**src/rtl/acr_pkg.sv**
```systemverilog
package acr_pkg;

    // Bit positions within a descriptor word; the write port decodes these.
    localparam int BASE_MSB  = 31;
    localparam int BASE_LSB  = 24;
    localparam int MASK_MSB  = 23;
    localparam int MASK_LSB  = 16;
    localparam int EN_BIT    = 15;
    localparam int MODE_MSB  = 14;
    localparam int MODE_LSB  = 13;
    localparam int FINE_BIT  = 10;
    localparam int CM_MSB    = 6;
    localparam int CM_LSB    = 5;
    localparam int SP_BIT    = 3;
    localparam int WP_BIT    = 2;

    typedef enum logic [1:0] {
        PRIV_USER  = 2'd0,
        PRIV_SUPER = 2'd1,
        PRIV_BOTH  = 2'd2,
        PRIV_ANY   = 2'd3
    } priv_sel_e;

    typedef enum logic [1:0] {
        CM_WRTHRU   = 2'd0,
        CM_COPYBACK = 2'd1,
        CM_INH_PREC = 2'd2,
        CM_INH_IMPR = 2'd3
    } cmode_e;

    typedef struct packed {
        logic [7:0] base;
        logic [7:0] mask;
        logic       en;
        priv_sel_e  priv;
        logic       fine;
        cmode_e     cmode;
        logic       sup_prot;
        logic       wr_prot;
    } region_t;

    function automatic region_t decode_word(input logic [31:0] w);
        region_t r;
        r.base     = w[BASE_MSB:BASE_LSB];
        r.mask     = w[MASK_MSB:MASK_LSB];
        r.en       = w[EN_BIT];
        r.priv     = priv_sel_e'(w[MODE_MSB:MODE_LSB]);
        r.fine     = w[FINE_BIT];
        r.cmode    = cmode_e'(w[CM_MSB:CM_LSB]);
        r.sup_prot = w[SP_BIT];
        r.wr_prot  = w[WP_BIT];
        return r;
    endfunction

    function automatic logic priv_ok(input priv_sel_e p, input logic is_super);
        case (p)
            PRIV_USER:  return !is_super;
            PRIV_SUPER: return is_super;
            default:    return 1'b1;
        endcase
    endfunction

endpackage

```
**src/rtl/acr_regfile.sv**
```systemverilog
module acr_regfile
    import acr_pkg::*;
#(
    parameter int NREG  = 4,
    parameter int SEL_W = 2
) (
    input  logic                clk,
    input  logic                rst,
    input  logic                we,
    input  logic [SEL_W-1:0]    sel,
    input  logic [31:0]         wdata,
    output region_t [NREG-1:0]  regions
);

    for (genvar i = 0; i < NREG; i++) begin : g_slot
        always_ff @(posedge clk) begin
            if (rst) begin
                regions[i] <= '0;
            end else if (we && sel == SEL_W'(i)) begin
                regions[i] <= decode_word(wdata);
            end
        end

        AST_ZERO_WRITE_DISABLES: assert property (@(posedge clk) disable iff (rst)
            (we && sel == SEL_W'(i) && wdata == 32'd0) |=> !regions[i].en);
    end

endmodule

```
**src/rtl/acr_match.sv**
```systemverilog
module acr_match
    import acr_pkg::*;
(
    input  region_t     region,
    input  logic [15:0] addr_hi,
    input  logic        is_super,
    input  logic        is_write,
    output logic        match,
    output logic        viol
);

    logic [7:0] cmp_byte;
    logic       upper_clear;
    logic       window_ok;

    always_comb begin
        cmp_byte    = region.fine ? addr_hi[7:0] : addr_hi[15:8];
        upper_clear = !region.fine || (addr_hi[15:8] == 8'h00);
        window_ok   = ((cmp_byte ^ region.base) & ~region.mask) == 8'h00;
        match       = region.en && upper_clear && window_ok && priv_ok(region.priv, is_super);
        viol        = (region.wr_prot && is_write) || (region.sup_prot && !is_super);
    end

endmodule

```
**src/rtl/acr_prio.sv**
```systemverilog
module acr_prio #(
    parameter int NREG = 4
) (
    input  logic            clk,
    input  logic            rst,
    input  logic [NREG-1:0] req,
    output logic [NREG-1:0] grant,
    output logic            any
);

    always_comb begin
        grant = '0;
        for (int i = 0; i < NREG; i++) begin
            if (req[i] && grant == '0) grant[i] = 1'b1;
        end
        any = |req;
    end

    AST_GRANT_ONEHOT: assert property (@(posedge clk) disable iff (rst)
        $onehot0(grant));
    AST_GRANT_FROM_REQ: assert property (@(posedge clk) disable iff (rst)
        ((grant & ~req) == '0) && (any == (grant != '0)));

endmodule

```
**src/rtl/acr_matcher.sv**
```systemverilog
module acr_matcher
    import acr_pkg::*;
#(
    parameter int NREG = 4,
    localparam int SEL_W = (NREG > 1) ? $clog2(NREG) : 1
) (
    input  logic             clk,
    input  logic             rst,
    input  logic             cfg_we,
    input  logic [SEL_W-1:0] cfg_sel,
    input  logic [31:0]      cfg_wdata,
    input  logic [31:0]      acc_addr,
    input  logic             acc_super,
    input  logic             acc_write,
    output logic             hit,
    output logic [1:0]       cache_mode,
    output logic             prot_viol
);

    region_t [NREG-1:0] regions;
    logic [NREG-1:0]    match_vec;
    logic [NREG-1:0]    viol_vec;
    logic [NREG-1:0]    grant;
    logic               any_hit;
    logic [1:0]         cm_d;
    logic               viol_d;
    logic               unused_addr_lo;

    assign unused_addr_lo = ^acc_addr[15:0];

    acr_regfile #(.NREG(NREG), .SEL_W(SEL_W)) u_regs (
        .clk     (clk),
        .rst     (rst),
        .we      (cfg_we),
        .sel     (cfg_sel),
        .wdata   (cfg_wdata),
        .regions (regions)
    );

    for (genvar i = 0; i < NREG; i++) begin : g_cmp
        acr_match u_match (
            .region   (regions[i]),
            .addr_hi  (acc_addr[31:16]),
            .is_super (acc_super),
            .is_write (acc_write),
            .match    (match_vec[i]),
            .viol     (viol_vec[i])
        );
    end

    acr_prio #(.NREG(NREG)) u_prio (
        .clk   (clk),
        .rst   (rst),
        .req   (match_vec),
        .grant (grant),
        .any   (any_hit)
    );

    always_comb begin
        cm_d   = 2'b00;
        viol_d = 1'b0;
        for (int i = 0; i < NREG; i++) begin
            cm_d   = cm_d | ({2{grant[i]}} & regions[i].cmode);
            viol_d = viol_d | (grant[i] & viol_vec[i]);
        end
    end

    always_ff @(posedge clk) begin
        if (rst) begin
            hit        <= 1'b0;
            cache_mode <= 2'b00;
            prot_viol  <= 1'b0;
        end else begin
            hit        <= any_hit;
            cache_mode <= cm_d;
            prot_viol  <= viol_d;
        end
    end

    AST_RESET_CLEARS_OUT: assert property (@(posedge clk)
        rst |=> (!hit && cache_mode == 2'b00 && !prot_viol));
    AST_VIOL_NEEDS_HIT: assert property (@(posedge clk) disable iff (rst)
        prot_viol |-> hit);
    AST_NOHIT_CMODE_ZERO: assert property (@(posedge clk) disable iff (rst)
        !hit |-> cache_mode == 2'b00);
    AST_HIT_FOLLOWS_MATCH: assert property (@(posedge clk) disable iff (rst)
        (match_vec != '0) |=> hit);

endmodule

```
**config.mk**
```make
export PLATFORM = sky130hd
export DESIGN_NAME = acr_matcher
export DESIGN_NICKNAME = d
export VERILOG_FILES = /design/src/rtl/acr_pkg.sv /design/src/rtl/acr_regfile.sv /design/src/rtl/acr_match.sv /design/src/rtl/acr_prio.sv /design/src/rtl/acr_matcher.sv
export SDC_FILE = /design/constraint.sdc
export NUM_CORES = 1
export LEC_CHECK = 0
export CAP_MARGIN = 15
export CORE_MARGIN = 8
export CORE_UTILIZATION = 57
export DETAILED_ROUTE_END_ITERATION = 12
export PLACE_DENSITY = 0.91
export SYNTH_ARGS = -nofsm -noshare
export SYNTH_HDL_FRONTEND = slang
export SYNTH_SLANG_ARGS = --single-unit
```
**constraint.sdc**
```tcl
create_clock -name clk -period 6 [get_ports clk]
set_input_delay 0.9 -clock clk [delete_from_list [all_inputs] [get_ports clk]]
set_output_delay 0.9 -clock clk [all_outputs]
set_load 0.01 [all_outputs]
```
# Word level (Yosys, flattened, before mapping)
# Cells that the tools add are included.
[op_classes]
n_addsub = 0
mul = 0
div = 0
order_cmp = 0
eq_ne = 7
shifts = 0
mux = 12
n_bitwise = 27
reduce_logical = 53
[op_table]
columns = ["op", "count"]
rows = [
  ["logical NOT 8 bit", 5],
  ["bitwise AND 8 bit", 4],
  ["two-way mux 8 bit", 4],
  ["inverter 8 bit", 4],
  ["XOR 8 bit", 4],
  ["logical AND 1 bit", 27],
  ["logical NOT 2 bit", 6],
  ["== test 2 x 1 -> 1 bit, second input constant", 5],
  ["bitwise AND 2 bit", 4],
  ["logical OR 1 bit", 8],
  ["case mux 1 bit (2 select lines)", 4],
  ["OR 2 bit", 3],
  ["logical NOT 1 bit", 5],
  ["bitwise AND 1 bit", 4],
  ["== test 2 bit, second input constant", 2],
  ["two-way mux 1 bit", 4],
  ["OR reduction 4 bit", 1],
  ["logical NOT 3 bit", 1],
  ["OR 1 bit", 3],
  ["inverter 1 bit", 1],
]
[word_totals]
reg_bits = 100
latchBits = 0
ramBits = 0
mem_bits_ro = 0
output_inout_bits = 4
wordCells = 134
mem_count = 0

# Logic depth before layout (Yosys ltp)
# Gate-level depths: netlist (run 1).
[depth]
ltp_word = 18
ltp_mapped = 9

# Cells and area by module
# Synthesis (run 1) repeated with hierarchy kept, for this count alone.
[unflattened]
hier_cells = 489
hier_area_um2 = 5044.8
[by_module_without_submodules]
columns = ["module", "n_inst", "cells_per_inst", "area_each_um2"]
rows = [
  ["acr_regfile", 1, 342, 3814.9],
  ["acr_match", 4, 32, 261.5],
  ["acr_matcher", 1, 14, 146.4],
  ["acr_prio", 1, 5, 37.5],
]

# Worst setup path before layout (run 1)
# No wires, ideal clock.
[synth_path]
path_type = "input port to flip-flop"
from = "in acc_super"
to = "reg cache_mode[1]"
setup_ns = 0.117
t_arrival_ns = 2.591
required_ns = 5.883
path_slack_ns = 3.292
stages = 9
n_path_buf = 2
path_cell_list = "clkbuf_1 -> xnor2_1 -> o21ai_0 -> a21oi_1 -> o21ai_1 -> or4_4 -> buf_6 -> nor4bb_1 -> a22o_1"
[synth_between]
elab_chain_cells = 15
word_cells_on_any_way = 26
cone_classes = "8 x mux; 8 x bitwise; 10 x reduce/logical"
[synth_lines]
columns = ["item", "line_no", "source"]
rows = [
  ["start: declaration", "acr_matcher.sv:13", "input logic acc_super,"],
  ["logical NOT 1 bit", "acr_pkg.sv:57", "PRIV_USER: return !is_super;"],
  ["case mux 1 bit (2 select lines)", "acr_pkg.sv:56", "case (p)"],
  ["logical AND 1 bit", "acr_match.sv:20", "match = region.en && upper_clear && window_ok && priv_ok(region.priv, is_super);"],
  ["two-way mux 1 bit", "acr_prio.sv:14", "if (req[i] && grant == '0) grant[i] = 1'b1;"],
  ["inverter 1 bit", "acr_prio.sv:14", ""],
  ["logical AND 1 bit", "acr_prio.sv:14", ""],
  ["two-way mux 1 bit", "acr_prio.sv:14", ""],
  ["logical NOT 2 bit", "acr_prio.sv:14", ""],
  ["logical AND 1 bit", "acr_prio.sv:14", ""],
  ["two-way mux 1 bit", "acr_prio.sv:14", ""],
  ["logical NOT 3 bit", "acr_prio.sv:14", ""],
  ["logical AND 1 bit", "acr_prio.sv:14", ""],
  ["two-way mux 1 bit", "acr_prio.sv:14", ""],
  ["bitwise AND 2 bit", "acr_matcher.sv:63", "cm_d = cm_d | ({2{grant[i]}} & regions[i].cmode);"],
  ["OR 2 bit *", "acr_matcher.sv:63", ""],
  ["end signal: assignment", "acr_matcher.sv:75", "cache_mode <= cm_d;"],
  ["end: declaration", "acr_matcher.sv:16", "output logic [1:0] cache_mode,"],
]
# Every way passes the cells marked *; elsewhere a longest branch is shown, timed or not.
# A chain may end at the register's enable or synchronous reset.

# Final worst setup path (run 1)
[layout_path]
from = "in acc_addr[26]"
to = "reg cache_mode[1]"
[layout_between]
elab_chain_cells = 18
word_cells_on_any_way = 50
cone_classes = "8 x mux; 16 x bitwise; 26 x reduce/logical"
[layout_lines]
columns = ["item", "line_no", "source"]
rows = [
  ["start: declaration", "acr_matcher.sv:12", "input logic [31:0] acc_addr,"],
  ["two-way mux 8 bit", "acr_match.sv:17", "cmp_byte = region.fine ? addr_hi[7:0] : addr_hi[15:8];"],
  ["XOR 8 bit", "acr_match.sv:19", "window_ok = ((cmp_byte ^ region.base) & ~region.mask) == 8'h00;"],
  ["bitwise AND 8 bit", "acr_match.sv:19", ""],
  ["logical NOT 8 bit", "acr_match.sv:19", ""],
  ["logical AND 1 bit (2 in series)", "acr_match.sv:20", ""],
  ["two-way mux 1 bit", "acr_prio.sv:14", ""],
  ["inverter 1 bit", "acr_prio.sv:14", ""],
  ["logical AND 1 bit", "acr_prio.sv:14", ""],
  ["two-way mux 1 bit", "acr_prio.sv:14", ""],
  ["logical NOT 2 bit", "acr_prio.sv:14", ""],
  ["logical AND 1 bit", "acr_prio.sv:14", ""],
  ["two-way mux 1 bit", "acr_prio.sv:14", ""],
  ["logical NOT 3 bit", "acr_prio.sv:14", ""],
  ["logical AND 1 bit", "acr_prio.sv:14", ""],
  ["two-way mux 1 bit", "acr_prio.sv:14", ""],
  ["bitwise AND 2 bit", "acr_matcher.sv:63", ""],
  ["OR 2 bit *", "acr_matcher.sv:63", ""],
]
# Marked as above.

==> results.py, run 1 <==
metrics = {
    "synth": {
        "syn_area_mm2": 0.00456,
        "synth_nets": 648,
        "synth_compound_area_frac": 0.162,
        "synthXorXnorAreaFrac": 0.0593,
        "ys_seq_elements": 100,
        "synth_fa_ha_area_frac": 0,
        "ys_types": 41,
        "yosys.area_share.simple": 0.215,
        "synth_top_family_by_area": "simple AND/OR/NAND/NOR gates",
        "synth_mux_area_frac": 0.0834,
        "avgSynthCellArea_um2": 7.90,
        "netlist_instances": 577,
        "ys.warnings.count": 0,
        "seq_area_frac_synth": 0.439,
    },
    "critical_path": {
        "crit_slowest_cell": "clkdlybuf4s50_1",
        "critPathBufInv": 1,
        "crit_chain": "clkdlybuf4s50_1 > nor4_1 > nand2_1 > a221oi_1 > nand4_1 > nor2_1 > nor4bb_1 > a22o_1",
        "cp_top_family": "simple AND/OR/NAND/NOR gates",
        "arrival_ns": 3.44,
        "critPathKind": "input pin to register",
        "max_stage_delay_ns": 0.55,
        "start_kind": "input pin",
        "cp_data_required_time_ns": 6.30,
        "cp-end-kind": "register",
        "crit_fanout": 5,
    },
    "route": {
        "dr.pass1.iters": 5,
        "antenna_left": 0,
        "dr.first_iter.drc_count": 424,
        "drc": 0,
        "vias_per_cell": 5.97,
        "routed_wl_mm": 12.7,
        "via_count": 4236,
        "wl_per_cell_um": 17.9,
    },
    "clocking": {
        "hold_buffers": 0,
        "cts_max_path_buffers": 2,
        "cts_resized": 0,
        "clk-insertion-delay-late_ns": 0.37,
        "post_cts_buffers": 0,
        "cts_root_buf": "clkbuf_8",
        "ctsHtreeMaxLevel": 3,
        "cts_tree": "built",
        "clkSinkCount": 100,
        "cts.reportedPaths.clkPinSlew_ns": 0.09,
        "cts_buffers": 9,
    },
    "place": {
        "place_area_mm2": 0.00504,
        "dp.cells": 694,
        "hpwl_mm": 8.53,
        "gp_congestion": 0.863,
        "portBuffers": 50,
    },
    "power": {
        "switching_share": 0.259,
        "power_frac_clock": 0.340,
        "power.density_mw_per_mm2": 249,
        "ir_drop_v": 0.000113,
        "intPower_uw": 968,
        "p_switching_uw": 338,
        "p_leak_uw": 0.00182,
        "seq_power_share": 0.537,
        "p_comb_frac": 0.123,
    },
    "floorplanning": {
        "core_area_mm2": 0.00773,
        "die_height_um": 105,
        "initial_core_util": 0.590,
        "ios": 75,
        "fp.dieW_um": 105,
        "row_count": 32,
        "dieArea_mm2": 0.0111,
    },
    "global_route": {
        "grt_overflow": 0,
        "grt.total_usage": 0.226,
        "grt_max_degree": 102,
        "grt_pass1_wl_mm": 20.3,
        "grt_pass1_vias": 4162,
        "grt_antenna_before_repair": 0,
    },
    "final_layout": {
        "nets": 674,
        "syn2layout_area_growth_pct": 15.0,
        "multi_input_area_mm2": 0.00237,
        "num_antenna_cells": 0,
        "final-seq-area_mm2": 0.00200,
        "layout-drive-gt1-share": 0.0461,
        "postLayoutCoreUtil": 0.679,
        "fill_cells": 575,
        "layout.cells.non_filler": 710,
        "final_area_mm2": 0.00525,
    },
    "sta": {
        "setup_violations": 0,
        "clock.fmax_mhz": 318,
        "timing.hold.ws_ns": 0.459,
        "fin_crit_sh": 0.524,
        "tns_ns": 0,
        "final-hold-violation-count": 0,
        "fin_skew_ns": 0.0138,
        "fin_crit_ns": 3.14,
        "relSlewSlack": 0.212,
        "rsz0062_at_grt": "false",
        "slew_violations": 0,
        "tightest_slew_ns": 1.18,
    },
    "min_path": {
        "hold_class": "register to register",
    },
    "run_status": {
        "status": "finished, final reports clean",
    },
    "run": {
        "maxCapViolations": 0,
    },
}
[power by group through the flow]
stage	Sequential, µW	Combinational, µW	Clock [µW]
2_1_floorplan	709	92.8	0
3_3_place_gp	715	150	0
3_5_place_dp	716	156	0
4_1_cts	701	157	446
5_1_grt	704	172	469
6_report	701	160	444
[flip-flops by register name, summed over array words and instances (netlist names)]
signal	count
cache_mode	2
hit	1
prot_viol	1
u_regs.regions	96
[Yosys cell counts]
cell | count | area share
a221oi_1 | 1 | 0.0019
o22ai_1 | 3 | 0.0041
xor2_1 | 23 | 0.044
o21ai_1 | 1 | 0.0011
o21ba_1 | 2 | 0.0044
xor2_2 | 1 | 0.0036
buf_2 | 3 | 0.0033
o211ai_1 | 3 | 0.0049
nor4_1 | 2 | 0.0027
nand4_1 | 1 | 0.0014
or4_4 | 1 | 0.0025
and3_1 | 1 | 0.0014
o21ba_2 | 1 | 0.0022
a221o_1 | 1 | 0.0022
nor4bb_1 | 1 | 0.0022
nor4_4 | 1 | 0.0047
or2_2 | 1 | 0.0014
o221a_1 | 1 | 0.0025
or3b_2 | 1 | 0.0019
o221ai_2 | 1 | 0.0033
nand3b_1 | 1 | 0.0016
a21oi_1 | 98 | 0.11
o2111ai_1 | 1 | 0.0019
clkbuf_1 | 32 | 0.026
nand2_1 | 204 | 0.17
dfxtp_1 | 100 | 0.44
nor2_1 | 11 | 0.0091
nor4b_4 | 1 | 0.0052
nand3_1 | 1 | 0.0011
o22a_1 | 3 | 0.0058
nor3b_1 | 1 | 0.0016
and3b_1 | 1 | 0.0019
a22o_1 | 3 | 0.0058
buf_6 | 3 | 0.0074
inv_1 | 6 | 0.0049
o21ai_0 | 8 | 0.0088
a31oi_1 | 1 | 0.0014
mux2i_1 | 38 | 0.083
nor2b_1 | 6 | 0.0082
xnor2_1 | 6 | 0.012
o221ai_1 | 2 | 0.0038
[per-layer routing]
metal	share of wire	global-route usage
met5	0	0
met4	0.051	0.151
met3	0.071	0.0457
met2	0.48	0.377
met1	0.40	0.257
[layout by cell type, fill, tap and decap left out, drive strengths merged, types with 2 or more instances in the layout]
cell,synthesis,routed
nand2,204,204
dfxtp,100,100
a21oi,98,98
clkdlybuf4s50,0,49
mux2i,38,38
xor2,24,24
clkbuf,32,12
nor2,11,11
o21ai,9,9
nor2b,6,6
xnor2,6,6
inv,6,6
buf,6,4
o22ai,3,3
o22a,3,3
o211ai,3,3
a22o,3,3
o221ai,3,3
nor4,3,3
o21ba,3,3
clkinv,0,2
[final cells by class]
type	count	area share
timing repair buffer	53	0.0988
clock inverter	4	0.00906
inverter	6	0.00429
tap	102	0.0243
multi-input combinational	433	0.452
clock buffer	12	0.0296
sequential	100	0.382
[final timing paths]
check	from	end	slack (ns)	depth (start not counted)
worst min-delay path	u_regs.regions[55]	u_regs.regions[55]	0.46	2
worst min register to register	u_regs.regions[55]	u_regs.regions[55]	0.46	2
worst max register to register	u_regs.regions[76]	cache_mode[1]	3.13	7
worst max-delay path	acc_addr[26]	cache_mode[1]	2.86	8
[tightest hold or removal path, stage by stage, from the launching register on]
cell	delay [ns]
dfxtp_1	0.32
nand2_1	0.05
a21oi_1	0.05
[cell families after synthesis]
family	Yosys count
buffers and inverters	44
AO/OA/AOI/OAI	130
multiplexers	38
AND/OR/NAND/NOR	235
XOR/XNOR	30
flip-flops	100
[per-stage QoR]
| step | setup slack (ns) | total power, µW |
|---|---|---|
| after floorplan | 3.29 | 802 |
| after global placement | 2.64 | 865 |
| after detailed placement | 2.54 | 872 |
| after CTS | 2.94 | 1300 |
| after global routing | 2.69 | 1340 |
| final | 2.86 | 1310 |
Power figures use the tool's default switching activity.
==> run 2, diff against run 1 <==
--- a/config.mk
+++ b/config.mk
@@ -7,9 +7,9 @@
 export LEC_CHECK = 0
 export CAP_MARGIN = 15
 export CORE_MARGIN = 8
-export CORE_UTILIZATION = 57
+export CORE_UTILIZATION = 48
 export DETAILED_ROUTE_END_ITERATION = 12
-export PLACE_DENSITY = 0.91
+export PLACE_DENSITY = 0.82
 export SYNTH_ARGS = -nofsm -noshare
 export SYNTH_HDL_FRONTEND = slang
 export SYNTH_SLANG_ARGS = --single-unit
==> constraint.sdc (replaced) <==
create_clock -name clk -period 2.6 [get_ports clk]
set_input_delay 0.39 -clock clk [delete_from_list [all_inputs] [get_ports clk]]
set_output_delay 0.39 -clock clk [all_outputs]
set_load 0.01 [all_outputs]
==> run 2 against run 1 <==
  * Clock power rose to 2.6 times the previous value
  * Critical path type is now register to register
  * Sequential power rose by 130%
  * Flip-flop and latch count did not move
  * Clock-buffer cell count fell by 2
  * Combinational power rose to 2.5 times the previous value
==> results.py, run 2 (synthesized netlist as in run 1, its figures left out) <==
metrics = {
    "final_layout": {
        "final_area_mm2": 0.00552,
        "layout-drive-gt1-share": 0.0883,
        "syn2layout_area_growth_pct": 21.1,
        "final-seq-area_mm2": 0.00200,
        "layout_common_cells": "204 x nand2_1, 100 x dfxtp_1, 98 x a21oi_1, 49 x clkdlybuf4s50_1, 38 x mux2i_1",
        "multi_input_area_mm2": 0.00238,
        "num_antenna_cells": 0,
        "postLayoutCoreUtil": 0.598,
        "largest_reg_flops": 96,
        "mostFrequentLayoutCell": "nand2_1",
        "layout.cells.non_filler": 763,
        "top_regs": "u_regs.regions x96, cache_mode x2",
        "top_register": "u_regs.regions",
        "fill_cells": 777,
        "nets": 700,
    },
    "global_route": {
        "grt_antenna_before_repair": 0,
        "grt_pass1_vias": 4228,
        "grt_max_degree": 75,
        "grt_overflow": 0,
        "grt_pass1_wl_mm": 20.7,
        "grt.total_usage": 0.201,
    },
    "sta": {
        "fin_crit_ns": 2.49,
        "fin_crit_sh": 0.957,
        "setup_ws_ns": 0.112,
        "tightest_slew_ns": 0.552,
        "slew_violations": 0,
        "fin_skew_ns": 0.0128,
        "relSlewSlack": 0.632,
        "rsz0062_at_grt": "false",
        "final-hold-violation-count": 0,
        "clock.fmax_mhz": 402,
        "setup_violations": 0,
    },
    "power": {
        "seq_power_share": 0.511,
        "p_comb_frac": 0.128,
        "ir_drop_v": 0.000237,
        "intPower_uw": 2340,
        "p_switching_uw": 816,
        "power_frac_clock": 0.361,
        "switching_share": 0.259,
        "p_leak_uw": 0.00196,
        "power.density_mw_per_mm2": 571,
    },
    "route": {
        "via_count": 4227,
        "wl_met3_um": 786,
        "dr.max_layer_used": "met4",
        "wl_met2_mm": 6.55,
        "dr.first_iter.drc_count": 303,
        "routedLengthMet1_mm": 4.95,
        "vias_per_cell": 5.54,
        "wl_per_cell_um": 16.8,
        "dr.pass1.iters": 5,
        "routed_wl_mm": 12.8,
        "drc": 0,
        "antenna_left": 0,
    },
    "critical_path": {
        "r2r_slack_ns": 0.11,
        "cp_data_required_time_ns": 2.86,
        "crit_chain": "buf_4 > mux2i_1 > xor2_1 > o21ai_1 > or4_4 > nor4bb_2 > a22o_1",
        "critPathKind": "register to register",
        "crit_slowest_cell": "dfxtp_1",
        "worstReg2RegEnd": "cache_mode[1]",
        "arrival_ns": 2.75,
        "cp-end-kind": "register",
        "start_kind": "register",
        "max_stage_delay_ns": 0.60,
        "ff2ff_path_depth": 7,
        "crit_fanout": 7,
        "regToRegStartpoint": "u_regs.regions[4]",
    },
    "run_status": {
        "status": "finished, final reports clean",
    },
    "place": {
        "gp_congestion": 0.884,
        "place_area_mm2": 0.00528,
        "hpwl_mm": 9.11,
        "dp_slack_ns": -0.119,
        "portBuffers": 50,
        "dp.cells": 747,
    },
    "floorplanning": {
        "fp.dieW_um": 113,
        "initial_core_util": 0.494,
        "dieArea_mm2": 0.0129,
        "row_count": 35,
        "ios": 75,
        "core_area_mm2": 0.00924,
        "die_height_um": 113,
    },
    "run": {
        "maxCapViolations": 0,
    },
    "clocking": {
        "cts_max_path_buffers": 2,
        "cts_tree": "built",
        "cts_buffers": 9,
        "clkSinkCount": 100,
        "hold_buffers": 0,
        "cts.reportedPaths.clkPinSlew_ns": 0.10,
        "clk-insertion-delay-late_ns": 0.37,
        "cts_root_buf": "clkbuf_8",
        "ctsHtreeMaxLevel": 3,
    },
    "min_path": {
        "hold_path_startpoint": "u_regs.regions[54]",
        "holdPathStages": 2,
        "hold_class": "register to register",
        "min_to": "u_regs.regions[54]",
    },
}
-- run 2: what timing repair did --
action / 4_1_cts / 5_1_grt
setup buffers: 0 / 0
setup endpoints to repair: 0 / 1
hold endpoints to repair: 0 / 0
gates resized for setup: 0 / 1
-- run 2: stage by stage --
step | setup TNS (ns) | hold slack [ns] | total power, µW
3_3_place_gp | -0.265 | 0.439 | 2030
3_5_place_dp | -0.291 | 0.444 | 2040
5_1_grt | 0 | 0.470 | 3260
4_1_cts | 0 | 0.457 | 3150
2_1_floorplan | 0 | 0.433 | 1850
6_report | 0 | 0.456 | 3150
-- run 2: area by class of cell --
cell class / count / area share
Clock buffer: 10 / 0.0249
Clock inverter: 6 / 0.0170
Inverter: 6 / 0.00408
Sequential cell: 100 / 0.363
Multi-Input combinational cell: 433 / 0.431
Tap cell: 129 / 0.0292
Timing Repair Buffer: 79 / 0.131
-- run 2: worst max-delay path: cells and delay by family, from the launching register on --
| kind | cells | cell delay (ns) |
|---|---|---|
| compound gates | 2 | 0.33 |
| xor+xnor | 1 | 0.20 |
| buf+inv | 1 | 0.22 |
| flops | 1 | 0.60 |
| mux | 1 | 0.21 |
| simple gates | 2 | 0.81 |
-- run 2: power groups by stage --
stage                     Sequential [µW]  Clock, µW  Combinational [µW]
final                                1610       1140                 402
after global routing                 1620       1210                 433
after CTS                            1610       1140                 398
after detailed placement             1650          0                 395
after global placement               1640          0                 384
after floorplan                      1640          0                 214
-- run 2: metal layers --
layer,GRT usage,vias to the layer above
met5,0,-
met4,0.106,0
met3,0.0401,46
met2,0.350,160
met1,0.228,2005
li1,-,2016
-- run 2: worst max path at each step --
stage / from / to / slack, ns / depth (start not counted)
after floorplan: acc_super / cache_mode[1] / 0.40 / 9
after global placement: acc_addr[30] / cache_mode[1] / -0.11 / 8
after detailed placement: acc_addr[30] / cache_mode[1] / -0.12 / 8
after CTS: u_regs.regions[28] / cache_mode[1] / 0.11 / 8
after global routing: u_regs.regions[4] / cache_mode[1] / 0.01 / 7
final: u_regs.regions[4] / cache_mode[1] / 0.11 / 7
==> run 3, diff against run 2 <==
==> constraint.sdc (replaced) <==
create_clock -name clk -period 2.6 [get_ports clk]
set_input_delay 0.39 -clock clk [delete_from_list [all_inputs] [get_ports clk]]
set_output_delay 0.39 -clock clk [all_outputs]
set_load 0.02 [all_outputs]
==> results of run 3 <==
Same layout as run 2 (identical final DEF). Status: finished, final reports clean.
